--- config.mk ---
export PLATFORM = sky130hd
export DESIGN_NAME = sndf_tx
export DESIGN_NICKNAME = d
export VERILOG_FILES = /design/src/rtl/sndf_pkg.sv /design/src/rtl/sndf_reg.sv /design/src/rtl/sndf_occ.sv /design/src/rtl/sndf_tx.sv
export SDC_FILE = /design/constraint.sdc
export NUM_CORES = 1
export LEC_CHECK = 0
export ABC_AREA = 1
export BUFFER_PORTS_ARGS = -buffer_cell sky130_fd_sc_hd__buf_2
export CORE_MARGIN = 2
export CORE_UTILIZATION = 30
export DETAILED_ROUTE_END_ITERATION = 16
export PLACE_DENSITY = 0.54
export SKIP_CTS_REPAIR_TIMING = 1
export SLEW_MARGIN = 40
export SYNTH_ARGS = -nofsm -noshare
export SYNTH_HDL_FRONTEND = slang
export SYNTH_SLANG_ARGS = --single-unit
--- constraint.sdc ---
create_clock -name clk_i -period 2.1 [get_ports clk_i]
set_clock_uncertainty 0.1 [all_clocks]
set_input_delay 0.315 -clock clk_i [delete_from_list [all_inputs] [get_ports clk_i]]
set_output_delay 0.315 -clock clk_i [all_outputs]
set_load 0.1 [all_outputs]
--- src/rtl/sndf_pkg.sv ---
package sndf_pkg;
  typedef enum logic [1:0] {
    OCC_HOLD = 2'd0,
    OCC_INC  = 2'd1,
    OCC_DEC  = 2'd2,
    OCC_CLR  = 2'd3
  } occ_op_e;
endpackage

--- src/rtl/sndf_reg.sv ---
module sndf_reg #(
  parameter int unsigned W     = 1,
  parameter bit          ASYNC = 1'b1
) (
  input  logic         clk_i,
  input  logic         rst_ni,
  input  logic         en_i,
  input  logic [W-1:0] d_i,
  output logic [W-1:0] q_o
);
  logic [W-1:0] q;

  if (ASYNC) begin : g_async
    always_ff @(posedge clk_i or negedge rst_ni)
      if (!rst_ni)   q <= '0;
      else if (en_i) q <= d_i;
  end else begin : g_sync
    always_ff @(posedge clk_i)
      if (!rst_ni)   q <= '0;
      else if (en_i) q <= d_i;
  end

  assign q_o = q;
endmodule

--- src/rtl/sndf_occ.sv ---
module sndf_occ
  import sndf_pkg::*;
#(
  parameter int unsigned DEPTH    = 10,
  parameter int unsigned AF_DEPTH = 2,
  parameter bit          ASYNC    = 1'b1,
  localparam int unsigned CW      = $clog2(DEPTH + 1)
) (
  input  logic clk_i,
  input  logic rst_ni,
  input  logic inc_i,
  input  logic ext_i,
  input  logic clr_i,
  output logic full_o,
  output logic afull_o,
  output logic err_o
);
  logic [CW-1:0] cnt, cnt_d, free;
  occ_op_e       op;
  logic          dec;

  assign dec = ext_i && (cnt != '0);

  always_comb begin
    if (clr_i)             op = OCC_CLR;
    else if (inc_i && !dec) op = OCC_INC;
    else if (dec && !inc_i) op = OCC_DEC;
    else                   op = OCC_HOLD;
  end

  always_comb begin
    unique case (op)
      OCC_INC: cnt_d = cnt + 1'b1;
      OCC_DEC: cnt_d = cnt - 1'b1;
      OCC_CLR: cnt_d = '0;
      default: cnt_d = cnt;
    endcase
  end

  sndf_reg #(.W(CW), .ASYNC(ASYNC)) u_cnt (
    .clk_i(clk_i), .rst_ni(rst_ni), .en_i(1'b1), .d_i(cnt_d), .q_o(cnt)
  );

  assign free    = CW'(DEPTH) - cnt;
  assign full_o  = (cnt == CW'(DEPTH));
  assign afull_o = (free <= CW'(AF_DEPTH));
  assign err_o   = ext_i && (cnt == '0);

  a_r4_cnt_bound: assert property (@(posedge clk_i) disable iff (!rst_ni)
    cnt <= CW'(DEPTH));
  a_r8_init_clears: assert property (@(posedge clk_i) disable iff (!rst_ni)
    clr_i |=> (cnt == '0));
  a_r9_no_wrap: assert property (@(posedge clk_i) disable iff (!rst_ni)
    (cnt == '0 && !inc_i) |=> (cnt == '0));
  a_r5_full_afull: assert property (@(posedge clk_i) disable iff (!rst_ni)
    full_o |-> afull_o);
endmodule

--- src/rtl/sndf_tx.sv ---
module sndf_tx #(
  parameter int unsigned WIDTH    = 8,
  parameter int unsigned DEPTH    = 10,
  parameter int unsigned AF_DEPTH = 2,
  parameter bit          ASYNC_RST = 1'b1
) (
  input  logic             clk_i,
  input  logic             rst_ni,
  input  logic             load_i,
  input  logic [WIDTH-1:0] data_i,
  input  logic             ext_ret_i,
  input  logic             init_ret_i,
  output logic             load_o,
  output logic [WIDTH-1:0] data_o,
  output logic             full_o,
  output logic             afull_o,
  output logic             err_o
);
  logic [1:0] ret_q;
  logic       ext_q, init_q, accept;

  // boundary capture of returned handshakes
  sndf_reg #(.W(2), .ASYNC(ASYNC_RST)) u_ret (
    .clk_i(clk_i), .rst_ni(rst_ni), .en_i(1'b1),
    .d_i({init_ret_i, ext_ret_i}), .q_o(ret_q)
  );
  assign ext_q  = ret_q[0];
  assign init_q = ret_q[1];

  // a captured extract frees a slot this same cycle
  assign accept = load_i && !init_q && (!full_o || ext_q);

  sndf_reg #(.W(1), .ASYNC(ASYNC_RST)) u_ld (
    .clk_i(clk_i), .rst_ni(rst_ni), .en_i(1'b1), .d_i(accept), .q_o(load_o)
  );
  sndf_reg #(.W(WIDTH), .ASYNC(ASYNC_RST)) u_dat (
    .clk_i(clk_i), .rst_ni(rst_ni), .en_i(accept), .d_i(data_i), .q_o(data_o)
  );

  sndf_occ #(.DEPTH(DEPTH), .AF_DEPTH(AF_DEPTH), .ASYNC(ASYNC_RST)) u_occ (
    .clk_i(clk_i), .rst_ni(rst_ni), .inc_i(accept), .ext_i(ext_q),
    .clr_i(init_q), .full_o(full_o), .afull_o(afull_o), .err_o(err_o)
  );

  a_r3_full_blocks: assert property (@(posedge clk_i) disable iff (!rst_ni)
    (full_o && !ext_q) |=> !load_o);
  a_r2_forward: assert property (@(posedge clk_i) disable iff (!rst_ni)
    (load_i && !full_o && !init_q) |=> (load_o && data_o == $past(data_i)));
endmodule

### After elaboration in Yosys (flattened, before gate mapping)

Cells that the tools add are included.

* input bits: 13
* output and inout port bits: 12
* flip-flop bits (word level): 15

* muxes and demuxes: 4
* add/sub/neg operators: 3
* order comparisons: 1
* equal/unequal tests: 4
* reductions and logical operators: 14

Operator list (number)
* $pmux 4 s3: 1
* $logic_and 1x1->1: 6
* $mux 2: 3
* $add 4x1->4 const B: 1
* $eq 2x2->1 const B: 2
* $eq 4x4->1 const B: 1
* $le 4x2->1 const B: 1
* $logic_not 1->1: 4
* $logic_not 4->1: 1
* $reduce_bool 4->1: 1
* $sub 4x1->4 const B: 1
* $sub 4x4->4 const A: 1
* $reduce_bool 3->1: 1
* $eq 2x1->1 const B: 1
* $logic_or 1x1->1: 1

### Depth between registers and ports, before layout

* depth in word-level cells: 11
* depth in mapped cells: 14

### Hierarchy

From an unflattened synthesis, not the netlist that was laid out.

* cells, all modules: 125
* area, all modules: 909.6 um^2

Modules (own cells, without submodules)
* sndf_occ: times used 1, area an instance 316.6 um^2, sequential area each 0.0 um^2, cells each 54
* sndf_reg (u_dat): times used 1, area an instance 305.3 um^2, sequential area each 200.2 um^2, cells each 34
* sndf_reg (u_occ.u_cnt): times used 1, area an instance 148.9 um^2, sequential area each 100.1 um^2, cells each 17
* sndf_reg (u_ret): times used 1, area an instance 76.3 um^2, sequential area each 50.0 um^2, cells each 9
* sndf_reg (u_ld): times used 1, area an instance 40.0 um^2, sequential area each 25.0 um^2, cells each 5
* sndf_tx: times used 1, area an instance 22.5 um^2, sequential area each 0.0 um^2, cells each 6

### Least setup slack after synthesis

OpenSTA, ideal clock, no wires.

* path type: flip-flop to output port
* start: reg u_occ.u_cnt.q[0] (netlist: u_occ.u_cnt.q_o[0])
* end: out err_o
* arrival: 2.041 ns
* path buffers: 0
* setup slack: -0.356 ns
* stages on the path, launching flop included: 5
* required time: 1.685 ns
* cell sequence: dfrtp_1 inv_1 ha_1 nand2_1 nor2_1

* cells in the longest elaborated chain, start to end: 2

Ends and longest elaborated chain
* start, declared: line sndf_reg.sv:11 `logic [W-1:0] q;`
* start signal, assigned: line sndf_reg.sv:16 `else if (en_i) q <= d_i;`
* $logic_not 4->1: line sndf_occ.sv:47 `assign err_o = ext_i && (cnt == '0);`
* $logic_and 1x1->1: line sndf_occ.sv:47
* end, declared: line sndf_tx.sv:17 `output logic err_o`

Every way passes these cells.

### Final worst setup path

Same ends and word-level chain as after synthesis.

==> run metrics <==
status complete, no violations; fin nets 148; clk_lat worst skew 0.28 ns; initial drt markers 11; reg-to-reg startpoint u_occ.u_cnt.q_o[0]$_DFFE_PN0P_; total gr overflow 0; RSZ-0062 raised after global routing no; largest cells by area after synthesis dfrtp_1, nand2_1, ha_1, inv_1, nand3_1; Reg power frac 0.398; yosys synthesis warning count 0; clk sinks 15; total negative slack 0 ns; die area roughly 3100 um^2; Net Sw Power ~0.00037 W; synth cell count leaders nand2_1, dfrtp_1, inv_1; Core Area between 2000 and 2500 um^2; WL/cell ~9.9 um; gpl congestion between 0.8 and 0.9; Hold WS about 0.031 ns; post-layout util 0.4264; sw frac 0.4472; Crit Path Category reg2out; average size of a mapped cell approximately 8.4 um^2; Synth Instances 95; worst hold endpoint u_ret.q_o[1]$_DFF_PN0_; Worst R2R Path Depth 14; Clk network pwr share 0.200; DR vias 700; CTS tree yes; row count 18; LEAKAGE approximately 0.61 nW; # placed instances about 150; worst-margin pin slew roughly 0.5 ns; hold wc startpoint init_ret_i; antenna violations before repair 0; R2R setup slack about 0.17 ns; fraction of layout cells with a size suffix above 1 0.3203; number of flops mapped to enable cells by yosys 0; count of final setup violators 0; critical path peak fanout 3; area of the multi-input gates between 400 and 500 um^2; max_cap viols 0; Highest Clock Rate ~0.51 GHz; die height 55.67 um; endpoint of the lowest-slack register-to-register path u_occ.u_cnt.q_o[3]$_DFFE_PN0P_; IO Pins 25; most area-hungry cell type in the Yosys netlist dfrtp_1; endpoints failing hold 0; worst endpoint required time about 1.7 ns; TritonCTS Buffers 3; startpoint type of the worst setup path register; asr flop ratio synth 1.000; CP arrival about 1.6 ns; combinational fraction of design power 0.402; dpl hpwl 1202 um; routed vias/inst 4.430; slowest stage delay, CP around 0.38 ns; drc violations 0; Max Slew Vio Count 0; register area share after synthesis 0.4688; Cell Count, Final, Fillers Out approximately 160; WHS Path Cells 1; CP Cell Sequence inv_1, ha_2, nand2_1, buf_4, nor2_2, clkbuf_4; Post-Syn Area approximately 800 um^2; Rel. slew slack 0.6753; Worst-path clk slew ~0.090 ns; CTS Buffer Depth 2; largest net degree at the start of global routing 16; H-Tree Depth 1; ys flop type dfrtp_1; Cell variety after synth 17; Max VDD drop just over 0.4 mV; crit share post-route 0.9419; antenna-violating nets left 0; TritonRoute pass-1 iters 2; clk root buf clkbuf_4; vias in the first global route ~630; Slowest cell on crit path dfrtp_1; class of the worst hold path in2reg; DIE WIDTH 55.67 um; area grow syn2layout 33.12%; count of state elements after synthesis 15; CP Capture Type primary output; nets in the synthesized netlist 114; Fillers ~250; Buf/Inv on CP 3; gr usage total 0.1068; fin crit period between 1.5 and 2 ns; initial cell density of the core 0.3203; Tot Pwr about 0.00083 W; count leader, synth nand2_1; Top Family by Delay on Critical Path buffers and inverters; antenna cells 0; first-pass GRT wire length between 2000 and 3000 um; storage element area 375.4 um^2; cell internal pwr roughly 0.00046 W; Synth top area share 0.4688; PwrDens between 700 and 800 nW/um^2; drt total wl about 1600 um; IO Port Bufs 24
state kept, by name, summed over array words and instances (netlist names):
register,flops
u_dat.q_o,8
u_ld.q_o,1
u_occ.u_cnt.q_o,4
u_ret.q_o,2
per-stage QoR:
stage / instance area, um^2 / worst slack [ns]
3_5_place_dp: 1011 / 0.1230
3_3_place_gp: 1011 / 0.1890
6_report: 1066 / 0.1220
2_1_floorplan: 808.3 / 0.09319
4_1_cts: 1039 / 0.001566
5_1_grt: 1066 / 0.01014
logic make-up after synthesis:
logic type                 synth area share
AOI/OAI and AO/OA                   0.04532
xor gates and xnor gates            0.03282
adders and majority gates            0.1031
buffers and inverters               0.04844
DFF                                  0.4688
and+or+nand+nor                      0.3016
how the worst max path moves through the flow:
| stage | startpoint | endpoint | slack, ns | cells after the start |
|---|---|---|---|---|
| 2_1_floorplan | u_occ.u_cnt.q_o[0]$_DFFE_PN0P_ | u_occ.u_cnt.q_o[2]$_DFFE_PN0P_ | 0.09 | 10 |
| 3_3_place_gp | u_occ.u_cnt.q_o[0]$_DFFE_PN0P_ | u_occ.u_cnt.q_o[3]$_DFFE_PN0P_ | 0.19 | 14 |
| 3_5_place_dp | u_occ.u_cnt.q_o[0]$_DFFE_PN0P_ | u_occ.u_cnt.q_o[3]$_DFFE_PN0P_ | 0.12 | 14 |
| 4_1_cts | u_occ.u_cnt.q_o[0]$_DFFE_PN0P_ | err_o | 0.002 | 6 |
| 5_1_grt | u_occ.u_cnt.q_o[0]$_DFFE_PN0P_ | u_occ.u_cnt.q_o[3]$_DFFE_PN0P_ | 0.01 | 14 |
| 6_report | u_occ.u_cnt.q_o[0]$_DFFE_PN0P_ | err_o | 0.12 | 6 |
cells in the final DEF, fill, tap and decap left out:
cell type      count
o211a_1            1
dfrtp_1           15
a21oi_1            2
clkbuf_4           4
nand3_1            5
clkinv_2           1
nand2_1           45
inv_6              1
inv_2              1
xor2_1             2
nor2_4             1
nand2_4            1
ha_1               3
ha_2               1
nand4_1            2
nor2_1             2
buf_4              4
inv_1              7
buf_2             22
buf_12             1
fa_1               1
dlygate4sd3_1      1
a21oi_4            1
xnor2_1            1
nand2_2            1
nor2_2             1
ha_4               1
per-layer routing:
metal,global-route usage,share of wire,vias to the layer above
met3,0.02326,0.055,2
met5,0,0,-
met1,0.1478,0.48,314
met4,0.03136,0.0070,0
met2,0.1667,0.46,19
li1,-,-,365
layout make-up:
type / count / area share
multi-input combinational: 71 / 0.3838
sequential: 15 / 0.3521
timing repair buffer: 29 / 0.1667
inverter: 9 / 0.03639
tap: 30 / 0.03521
clock buffer: 3 / 0.02113
clock inverter: 1 / 0.004695
power groups by stage:
stage                     logic [W]  clock network [W]  registers, W
final                      0.000334           0.000166      0.000330
after floorplan           0.0000962                  0      0.000490
after CTS                  0.000330           0.000172      0.000330
after global routing       0.000353           0.000185      0.000334
after detailed placement   0.000330                  0      0.000334
after global placement     0.000326                  0      0.000335
No activity file was read; power rests on OpenSTA's default activity.
